File: src/rtl/pcb_pkg.sv
// Shared types and constants for the user-level event counter bank.
// Assumes a 12-bit CSR address space. Counter indices double as the low two address bits.
package pcb_pkg;
    localparam int NUM_CTR = 3;
    localparam logic [11:0] ADDR_LO_BASE = 12'hC00;
    localparam logic [11:0] ADDR_HI_BASE = 12'hC80;

    typedef enum logic [1:0] {
        CTR_CYCLE   = 2'd0,
        CTR_TIME    = 2'd1,
        CTR_INSTRET = 2'd2
    } ctr_sel_e;
endpackage

File: src/rtl/pcb_counter.sv
// One event counter split into a low and an optional high half.
// Raises wrap_o for one cycle after the low half rolls over from all-ones.
// Assumes an even CNT_W of at least 4. With KEEP_HIGH = 0 the upper half reads as zero.
module pcb_counter #(
    parameter int CNT_W     = 64,
    parameter bit KEEP_HIGH = 1'b1
) (
    input  logic             clk,
    input  logic             rst_n,
    input  logic             inc_i,
    output logic [CNT_W-1:0] value_o,
    output logic             wrap_o
);
    localparam int HALF_W = CNT_W / 2;

    logic [HALF_W-1:0] low_q;
    logic              wrap_q;
    logic              low_full;

    assign low_full = &low_q;
    assign wrap_o   = wrap_q;

    // Low half: step on each increment and note the rollover.
    always_ff @(posedge clk) begin
        if (!rst_n) begin
            low_q  <= '0;
            wrap_q <= 1'b0;
        end else begin
            wrap_q <= inc_i && low_full;
            if (inc_i) begin
                low_q <= low_q + 1'b1;
            end
        end
    end

    generate
        if (KEEP_HIGH) begin : g_high
            logic [HALF_W-1:0] high_q;

            // High half: take the carry out of the low half.
            always_ff @(posedge clk) begin
                if (!rst_n) begin
                    high_q <= '0;
                end else if (inc_i && low_full) begin
                    high_q <= high_q + 1'b1;
                end
            end

            assign value_o = {high_q, low_q};

            // the carry reaches the upper half in the same edge as the wrap.
            assert_carry_R9: assert property (@(posedge clk) disable iff (!rst_n)
                (inc_i && low_full) |=> (high_q == $past(high_q) + 1'b1));
        end else begin : g_lean
            assign value_o = {{HALF_W{1'b0}}, low_q};
        end
    endgenerate

    // R2 (R3 and R4 through the source tied to inc_i): one step per increment.
    assert_step_R2: assert property (@(posedge clk) disable iff (!rst_n)
        inc_i |=> (low_q == $past(low_q) + 1'b1));

    // Without an increment the count holds.
    assert_hold_R3: assert property (@(posedge clk) disable iff (!rst_n)
        !inc_i |=> $stable(value_o));

    // the wrap pulse lasts one cycle and sees a zero low half.
    assert_wrap_pulse_R9: assert property (@(posedge clk) disable iff (!rst_n)
        wrap_o |-> (low_q == '0) ##1 !wrap_o);
endmodule

File: src/rtl/pcb_csr_decode.sv
// Maps a CSR address to a counter index and a half, and flags unknown addresses.
// High-half addresses are legal only when the datapath is narrower than the counter.
module pcb_csr_decode
    import pcb_pkg::*;
#(
    parameter bit HAS_HI = 1'b1
) (
    input  logic [11:0] addr_i,
    output ctr_sel_e    sel_o,
    output logic        hi_o,
    output logic        legal_o
);
    logic lo_hit;
    logic hi_hit;

    // Range match for the two blocks of three addresses.
    always_comb begin
        lo_hit = (addr_i >= ADDR_LO_BASE) && (addr_i < ADDR_LO_BASE + 12'd3);
        hi_hit = HAS_HI && (addr_i >= ADDR_HI_BASE) && (addr_i < ADDR_HI_BASE + 12'd3);
    end

    // Select outputs; the counter index is the low two address bits.
    always_comb begin
        legal_o = lo_hit || hi_hit;
        hi_o    = hi_hit;
        sel_o   = legal_o ? ctr_sel_e'(addr_i[1:0]) : CTR_CYCLE;
    end

    // no high-half access is ever decoded in a full-width build.
    always_comb begin
        if (!HAS_HI) begin
            assert_no_hi_R7: assert (!hi_o);
        end
    end
endmodule

File: src/rtl/pcb_read_mux.sv
// Picks one word out of the counter bank for the read port. Returns zero when illegal.
// Assumes CNT_W is DATA_W or twice DATA_W.
module pcb_read_mux
    import pcb_pkg::*;
#(
    parameter int CNT_W  = 64,
    parameter int DATA_W = 32
) (
    input  logic [NUM_CTR-1:0][CNT_W-1:0] values_i,
    input  ctr_sel_e                      sel_i,
    input  logic                          hi_i,
    input  logic                          legal_i,
    output logic [DATA_W-1:0]             rdata_o
);
    logic [CNT_W-1:0] picked;

    // Word select by counter index, then by half.
    always_comb begin
        picked = (int'(sel_i) < NUM_CTR) ? values_i[sel_i] : '0;
        if (!legal_i) begin
            rdata_o = '0;
        end else if (hi_i) begin
            rdata_o = picked[CNT_W-1 -: DATA_W];
        end else begin
            rdata_o = picked[DATA_W-1:0];
        end
    end
endmodule

File: src/rtl/perf_counter_bank.sv
// User-readable bank of cycle, time and instret counters with a CSR read port.
// Assumes rt_tick_i and retire_i are single-cycle strobes in the clk domain,
// and DATA_W is CNT_W or CNT_W / 2.
module perf_counter_bank
    import pcb_pkg::*;
#(
    parameter int CNT_W     = 64,
    parameter int DATA_W    = 32,
    parameter bit KEEP_HIGH = 1'b1
) (
    input  logic              clk,
    input  logic              rst_n,
    input  logic              rt_tick_i,
    input  logic              retire_i,
    input  logic [11:0]       csr_addr_i,
    output logic [DATA_W-1:0] csr_rdata_o,
    output logic              csr_illegal_o,
    output logic [2:0]        lo_wrap_o
);
    localparam bit HAS_HI = (DATA_W < CNT_W);

    logic [NUM_CTR-1:0]            inc_src;
    logic [NUM_CTR-1:0][CNT_W-1:0] values;
    logic [NUM_CTR-1:0]            wraps;
    ctr_sel_e                      sel;
    logic                          hi;
    logic                          legal;

    // Increment sources, in counter-index order.
    always_comb begin
        inc_src[CTR_CYCLE]   = 1'b1;
        inc_src[CTR_TIME]    = rt_tick_i;
        inc_src[CTR_INSTRET] = retire_i;
    end

    generate
        for (genvar i = 0; i < NUM_CTR; i++) begin : g_ctr
            pcb_counter #(
                .CNT_W     (CNT_W),
                .KEEP_HIGH (KEEP_HIGH)
            ) u_ctr (
                .clk     (clk),
                .rst_n   (rst_n),
                .inc_i   (inc_src[i]),
                .value_o (values[i]),
                .wrap_o  (wraps[i])
            );
        end
    endgenerate

    pcb_csr_decode #(
        .HAS_HI (HAS_HI)
    ) u_dec (
        .addr_i  (csr_addr_i),
        .sel_o   (sel),
        .hi_o    (hi),
        .legal_o (legal)
    );

    pcb_read_mux #(
        .CNT_W  (CNT_W),
        .DATA_W (DATA_W)
    ) u_mux (
        .values_i (values),
        .sel_i    (sel),
        .hi_i     (hi),
        .legal_i  (legal),
        .rdata_o  (csr_rdata_o)
    );

    assign csr_illegal_o = !legal;
    assign lo_wrap_o     = wraps;

    // an illegal access never leaks counter data.
    assert_illegal_zero_R8: assert property (@(posedge clk) disable iff (!rst_n)
        csr_illegal_o |-> (csr_rdata_o == '0));

    // the edge after reset leaves no wrap pulse pending.
    assert_reset_clear_R1: assert property (@(posedge clk)
        !rst_n |=> (lo_wrap_o == 3'b000));

    // the cycle counter never skips an edge, so its wrap never repeats back to back.
    assert_cycle_wrap_R2: assert property (@(posedge clk) disable iff (!rst_n)
        lo_wrap_o[0] |=> !lo_wrap_o[0]);
endmodule

File: config.mk
export PLATFORM = sky130hd
export DESIGN_NAME = perf_counter_bank
export DESIGN_NICKNAME = d
export VERILOG_FILES = /design/src/rtl/pcb_pkg.sv /design/src/rtl/pcb_counter.sv /design/src/rtl/pcb_csr_decode.sv /design/src/rtl/pcb_read_mux.sv /design/src/rtl/perf_counter_bank.sv
export SDC_FILE = /design/constraint.sdc
export NUM_CORES = 1
export LEC_CHECK = 0
export ABC_AREA = 1
export BUFFER_PORTS_ARGS = -buffer_cell sky130_fd_sc_hd__buf_2
export CAP_MARGIN = 30
export CORE_ASPECT_RATIO = 1.1
export CORE_MARGIN = 5
export CORE_UTILIZATION = 45
export CTS_BUF_LIST = sky130_fd_sc_hd__clkbuf_2 sky130_fd_sc_hd__clkbuf_4 sky130_fd_sc_hd__clkbuf_8
export CTS_CLUSTER_SIZE = 20
export DETAILED_ROUTE_END_ITERATION = 8
export MAX_ROUTING_LAYER = met4
export PLACE_DENSITY = 0.72
export SETUP_SLACK_MARGIN = 0.3
export SLEW_MARGIN = 15
export SYNTH_ARGS = -nofsm -noshare
export SYNTH_HDL_FRONTEND = slang
export SYNTH_SLANG_ARGS = --single-unit
File: constraint.sdc
create_clock -name clk -period 4.11 [get_ports clk]
set_clock_uncertainty 0.15 [all_clocks]
set_input_delay 0.6165 -clock clk [delete_from_list [all_inputs] [get_ports clk]]
set_output_delay 0.6165 -clock clk [all_outputs]
set_load 0.02 [all_outputs]
Yosys cells after proc, flatten, opt, wreduce, memory -nomap -nowiden:

Cells that the tools add are included.

* add/sub/neg operators: 6
* shift-type cells: 0
* equal/unequal tests: 0
* bitwise gates (word level): 0
* reductions and logical operators: 9
* order comparisons: 6
* multipliers: 0
* multiplexer cells: 6
* div/mod/pow operators: 0

Operators with widths (count)
* 32-bit by 1-bit adder with 32-bit output, second input constant: 6
* 64-bit binary-select mux with 2-bit select: 1
* 64-bit two-way mux: 2
* 32-bit AND reduction: 3
* 32-bit two-way mux: 2
* 12-bit greater-or-equal comparator, second input constant: 2
* 12-bit less-than comparator, second input constant: 2
* 1-bit logical AND: 4
* 2-bit by 3-bit less-than comparator with 1-bit output, second input constant: 1
* 2-bit less-than comparator, second input constant: 1
* 2-bit two-way mux: 1
* 1-bit logical NOT: 1
* 1-bit logical OR: 1

* bits in registers: 195
* ROM bits: 0
* logic and storage cells: 36
* bits in writable memories: 0
* bits in latches: 0
* memories: 0
* output and inout bits: 36
* input bits: 16

Longest topological paths before layout:

* word-level depth: 9
* depth in mapped cells: 12
* mapped depth without buffers: 12

Modules after synthesis:

From an unflattened synthesis, not the netlist that was laid out.

* cell total of the unflattened synthesis: 2280
* area, all modules: 13310.3 µm²

By module, submodules not included
* pcb_counter: sequential area each 1301.2 µm², times used 3, cells each 587, area an instance 3683.5 µm²
* pcb_read_mux: sequential area each 0.0 µm², times used 1, cells each 496, area an instance 2162.1 µm²
* pcb_csr_decode: sequential area each 0.0 µm², times used 1, cells each 21, area an instance 90.1 µm²
* perf_counter_bank: sequential area each 0.0 µm², times used 1, cells each 2, area an instance 7.5 µm²

Worst setup path before layout:

Ideal clock, no wire load.

* path kind: input port to output port
* start: input csr_addr_i[3]
* end: output csr_rdata_o[10]
* arrival: 1930 ps
* stages on the path: 10
* path slack: 1413 ps
* path buffers: 1
* data required time: 3343 ps
* path through: nor2_1 -> nand2_1 -> nor2_2 -> nand3_1 -> clkinv_1 -> buf_2 -> nand3_1 -> nand2_1 -> nand2_1 -> a21oi_1

* word-level cells in the longest chain between the ends: 9
* elaborated cells on any way between the ends: 14
* those cells by class: 5 x order compare; 6 x mux; 3 x reduce/logical

Ends and longest elaborated chain
* start: declaration: RTL line perf_counter_bank.sv:15 `input logic [11:0] csr_addr_i,`
* 12-bit greater-or-equal comparator, or another cell as far along: RTL line pcb_csr_decode.sv:18 `lo_hit = (addr_i >= ADDR_LO_BASE) && (addr_i < ADDR_LO_BASE + 12'd3);`
* 1-bit logical AND (on tied branches): RTL line pcb_csr_decode.sv:18, pcb_csr_decode.sv:19
* 1-bit logical OR: RTL line pcb_csr_decode.sv:24 `legal_o = lo_hit || hi_hit;`
* 2-bit two-way mux: RTL line pcb_csr_decode.sv:26 `sel_o = legal_o ? ctr_sel_e'(addr_i[1:0]) : CTR_CYCLE;`
* 64-bit binary-select mux with 2-bit select: RTL line pcb_read_mux.sv:19 `picked = (int'(sel_i) < NUM_CTR) ? values_i[sel_i] : '0;`
* 64-bit two-way mux (implied by the code): RTL line pcb_read_mux.sv:19
* 64-bit two-way mux: RTL line pcb_read_mux.sv:19
* 32-bit two-way mux: RTL line pcb_read_mux.sv:22 `end else if (hi_i) begin`
* 32-bit two-way mux *: RTL line pcb_read_mux.sv:20 `if (!legal_i) begin`
* end: declaration: RTL line perf_counter_bank.sv:16 `output logic [DATA_W-1:0] csr_rdata_o,`

Every way passes the cells marked *; elsewhere a longest branch is shown, timed or not. The select of a mux whose other input is x is not followed.

Worst setup path in the final report:

* start: input csr_addr_i[1]
* end: output csr_rdata_o[31]

Same word-level chain as after synthesis.

==> impl_results.html <==
<table>
<tr><th>Metric</th><th>Value</th></tr>
<tr><th colspan="2">Run status</th></tr>
<tr><td>Run status</td><td>finished clean</td></tr>
<tr><th colspan="2">CTS</th></tr>
<tr><td>Clock Tree Root</td><td>sky130_fd_sc_hd__clkbuf_8</td></tr>
<tr><td>CTS Hold Bufs</td><td>0</td></tr>
<tr><td>Number of clock sinks seen by CTS</td><td>195</td></tr>
<tr><td>Buffer levels on the longest clock path</td><td>2</td></tr>
<tr><td>TritonCTS clock tree</td><td>built</td></tr>
<tr><td>Worst-skew pair later-pin latency</td><td>~0.52 ns</td></tr>
<tr><td>H-tree levels</td><td>4</td></tr>
<tr><td>Clock transition at the register clock pins on the worst setup and hold paths after CTS</td><td>between 0.1 and 0.15 ns</td></tr>
<tr><td>Setup fix buffers added after clock tree synthesis</td><td>0</td></tr>
<tr><td>Gates resized, CTS repair</td><td>0</td></tr>
<tr><td>Total CTS buffers</td><td>17</td></tr>
<tr><th colspan="2">Power and ir drop</th></tr>
<tr><td>Leakage</td><td>a little over 5 nW</td></tr>
<tr><td>Pwr/cell area</td><td>between 200 and 250 nW/um2</td></tr>
<tr><td>Peak supply drop</td><td>0.147 mV</td></tr>
<tr><th colspan="2">Synth</th></tr>
<tr><td>Commonest cells in the netlist</td><td>sky130_fd_sc_hd__nand2_1 (772), sky130_fd_sc_hd__nor2_1 (291), sky130_fd_sc_hd__inv_1 (248)</td></tr>
<tr><td>Top cells by area in the synthesized netlist</td><td>sky130_fd_sc_hd__dfxtp_1 (29%), sky130_fd_sc_hd__nand2_1 (22%), sky130_fd_sc_hd__nor2_1 (8.2%), sky130_fd_sc_hd__inv_1 (7.0%), sky130_fd_sc_hd__a21oi_1 (6.3%)</td></tr>
<tr><td>Post-synth top area share</td><td>~30%</td></tr>
<tr><td>Number of instances in the synthesized netlist</td><td>roughly 2,300</td></tr>
<tr><td>Post-synthesis net count</td><td>2,329</td></tr>
<tr><td>Synth async-reset ratio</td><td>0%</td></tr>
<tr><td>Post-synthesis cell area</td><td>around 13,000 um2</td></tr>
<tr><td>Sequential area share after synthesis</td><td>between 20% and 30%</td></tr>
<tr><td>Post-synthesis register bit count</td><td>195</td></tr>
<tr><td>Area leader, netlist</td><td>sky130_fd_sc_hd__dfxtp_1</td></tr>
<tr><td>Most frequently used cell type in the post-synthesis netlist</td><td>sky130_fd_sc_hd__nand2_1</td></tr>
<tr><td>Ys Warns</td><td>0</td></tr>
<tr><td>Count of flip-flops with a built-in enable after synthesis</td><td>0</td></tr>
<tr><td>Post-synth top flop</td><td>sky130_fd_sc_hd__dfxtp_1</td></tr>
<tr><td>Mean area per synthesized cell</td><td>5.77 um2</td></tr>
<tr><td>Count of distinct cell types in the synthesized netlist</td><td>39</td></tr>
<tr><th colspan="2">Placement</th></tr>
<tr><td>Post-DP HPWL</td><td>approximately 35,000 um</td></tr>
<tr><td>Port buffer count</td><td>slightly above 50</td></tr>
<tr><td>Worst slack at placement</td><td>around 0.66 ns</td></tr>
<tr><td>Weighted congestion reported at the end of routability-driven placement</td><td>around 1.1</td></tr>
<tr><td>Placed standard-cell area</td><td>approximately 14,000 um2</td></tr>
<tr><th colspan="2">Setup path</th></tr>
<tr><td>Critical path peak fanout</td><td>73</td></tr>
<tr><td>Category of the worst setup path launch point</td><td>input pin</td></tr>
<tr><td>Top cell by count, worst path</td><td>sky130_fd_sc_hd__nand2_1</td></tr>
<tr><td>Slowest-stage cell, CP</td><td>sky130_fd_sc_hd__buf_4</td></tr>
<tr><td>Max stage delay on crit path</td><td>0.62 ns</td></tr>
<tr><td>Crit path buffers/inverters</td><td>5</td></tr>
<tr><td>Data arrival time at the worst-slack endpoint</td><td>about 2.8 ns</td></tr>
<tr><td>Cells along the critical path</td><td>buf_2, buf_4, inv_1, buf_4, nand2_1, nand3_1, nand2_1, nand2_1, a21oi_1, buf_2</td></tr>
<tr><td>Crit end category</td><td>output port</td></tr>
<tr><td>Endpoint required time on the critical path</td><td>approximately 3.3 ns</td></tr>
<tr><td>Worst path top cell family by delay</td><td>buffers and inverters</td></tr>
<tr><td>Kind of critical path</td><td>input pin to output port</td></tr>
<tr><th colspan="2">Die</th></tr>
<tr><td>Initial Utilization</td><td>between 40% and 50%</td></tr>
<tr><td>I/O pin count</td><td>52</td></tr>
<tr><td>Site Rows</td><td>between 60 and 70</td></tr>
<tr><td>Width of the die</td><td>around 170 um</td></tr>
<tr><td>Core ar.</td><td>just under 30,000 um2</td></tr>
<tr><td>Height of the chip</td><td>roughly 190 um</td></tr>
<tr><td>Die outline area</td><td>33,100 um2</td></tr>
<tr><th colspan="2">Routing</th></tr>
<tr><td>Metal3 WL</td><td>3590 um</td></tr>
<tr><td>Post-detailed-routing wire length</td><td>45,600 um</td></tr>
<tr><td>Total length of routed met2 wires</td><td>20,700 um</td></tr>
<tr><td>Average vias per placed instance</td><td>around 5.6</td></tr>
<tr><td>Number of DRC markers after the initial detailed-route iteration</td><td>around 1,600</td></tr>
<tr><td>Via count</td><td>roughly 15,000</td></tr>
<tr><td>Detailed-route wire length on metal 1</td><td>roughly 19,000 um</td></tr>
<tr><td>Routed len/inst</td><td>16.9 um</td></tr>
<tr><td>Number of routed nets with antenna violations</td><td>0</td></tr>
<tr><td>Number of remaining DRC errors</td><td>0</td></tr>
<tr><td>Top routing layer in use</td><td>met4</td></tr>
<tr><td>Number of iterations in the first detailed-routing pass</td><td>6</td></tr>
<tr><th colspan="2">Global route</th></tr>
<tr><td>Initial antenna violation count</td><td>0</td></tr>
<tr><td>Overflow after GRT</td><td>0</td></tr>
<tr><td>Vias in the first global route</td><td>13,587</td></tr>
<tr><td>Pin count of the biggest net entering global routing</td><td>77</td></tr>
<tr><td>GRT Overall Usage</td><td>~28%</td></tr>
<tr><td>First-pass GRT wire length</td><td>between 70,000 and 80,000 um</td></tr>
<tr><th colspan="2">STA</th></tr>
<tr><td>Setup repair after global routing missed its margin</td><td>false</td></tr>
<tr><td>Final max-slew violation count</td><td>0</td></tr>
<tr><td>Final period demand of the worst path</td><td>3.56 ns</td></tr>
<tr><td>Final worst-path cycle share</td><td>86.5%</td></tr>
<tr><td>Setup-failing EPs final</td><td>0</td></tr>
<tr><td>Post-route setup slack</td><td>~0.55 ns</td></tr>
<tr><td>Tightest slew margin relative to the limit</td><td>39.4%</td></tr>
<tr><td>Hold Vio Cnt, Final</td><td>0</td></tr>
<tr><td>Fmax achieved</td><td>between 200 and 300 MHz</td></tr>
<tr><td>Sum of negative setup slack</td><td>0 ns</td></tr>
<tr><td>Worst Tran Pin Value</td><td>between 0.9 and 1 ns</td></tr>
<tr><th colspan="2">Cells and area</th></tr>
<tr><td>Share of post-route cells with drive strength above 1</td><td>approximately 6.4%</td></tr>
<tr><td>Number of nets in the layout</td><td>approximately 2,300</td></tr>
<tr><td>Final antenna diode count</td><td>0</td></tr>
<tr><td>Finished Cell Area</td><td>~14,000 um2</td></tr>
<tr><td>Growth of design area from synthesis to finish</td><td>6.58%</td></tr>
<tr><th colspan="2">Flow run</th></tr>
<tr><td>Number of max-capacitance violations reported</td><td>0</td></tr>
<tr><th colspan="2">Hold path</th></tr>
<tr><td>Worst hold path type</td><td>input pin to flop</td></tr>
</table>
[cell families (layout without fill, tap and decap cells)]
group,after synthesis,count (layout),synth area share (%)
adders and majority gates,6,6,0.564
DFF,195,195,29.3
buffers and inverters,350,364,10.5
and+or+nand+nor,1444,1444,46.3
AOI/OAI and AO/OA,265,265,10.3
xor gates and xnor gates,47,47,3.09
[state kept, by name (all words and copies together) (netlist names)]
signal and count:
g_ctr.u_ctr.g_high.high_q 96, g_ctr.u_ctr.low_q 96, g_ctr.u_ctr.wrap_o 3
[worst min-delay path: stages]
cell,delay [ns]
sky130_fd_sc_hd__buf_2,0.18
sky130_fd_sc_hd__nand2_1,0.09
sky130_fd_sc_hd__a21oi_1,0.05
[power by group]
group	total [mW]	internal, mW	leakage [nW]	switching, mW
clock	1.31	0.512	0.207	0.800
combinational	0.141	0.0322	3.26	0.108
sequential	1.90	1.89	1.57	0.00673
total	3.35	2.44	5.03	0.915
[cell usage in the layout, fill, tap and decap left out, drive strengths merged, types with 7 or more instances in the layout]
cell type and n:
clkbuf 21, clkinv 7, nor3 86, dfxtp 195
a21oi 171, nor3b 9, buf 70, nor2 301
nand3 164, nand4 96, nand2 774, inv 266
o21ai 84, xor2 44
[path summary, 6_finish.rpt]
kind | from | endpoint | slack (ns) | cells past startpoint
worst min-delay path | retire_i | g_ctr[2].u_ctr.low_q[27] | 0.31 | 3
worst max-delay path | csr_addr_i[1] | csr_rdata_o[31] | 0.55 | 10
worst max register to register | g_ctr[0].u_ctr.low_q[0] | g_ctr[0].u_ctr.g_high.high_q[5] | 1.27 | 9
worst min register to register | g_ctr[2].u_ctr.g_high.high_q[31] | g_ctr[2].u_ctr.g_high.high_q[31] | 0.34 | 2
[stage by stage]
stage | util [%] | std cells | power, mW | hold WS [ns]
after CTS | 48.3 | 2695 | 3.37 | 0.285
final | 48.3 | 2695 | 3.35 | 0.310
after floorplan | - | 2307 | 2.04 | 0.284
after global routing | 48.3 | 2695 | 3.46 | 0.324
after detailed placement | 46.9 | 2663 | 2.08 | 0.318
after global placement | 46.9 | 2663 | 2.08 | 0.317
[metal layers]
metal  up-vias  global-route usage [%]
li1       7391                       -
met1      6826                    35.7
met2       675                    43.6
met3       104                    3.39
met4         0                    11.8
met5         -                       -
[layout make-up]
class / count / area [um2]
fill: 3175 / 15200
multi-input combinational: 1762 / 8030
sequential: 195 / 3900
inverter: 262 / 987
tap: 374 / 468
timing repair buffer: 70 / 398
clock buffer: 21 / 289
clock inverter: 11 / 111
Note: power is estimated with default switching activity, not from simulation.
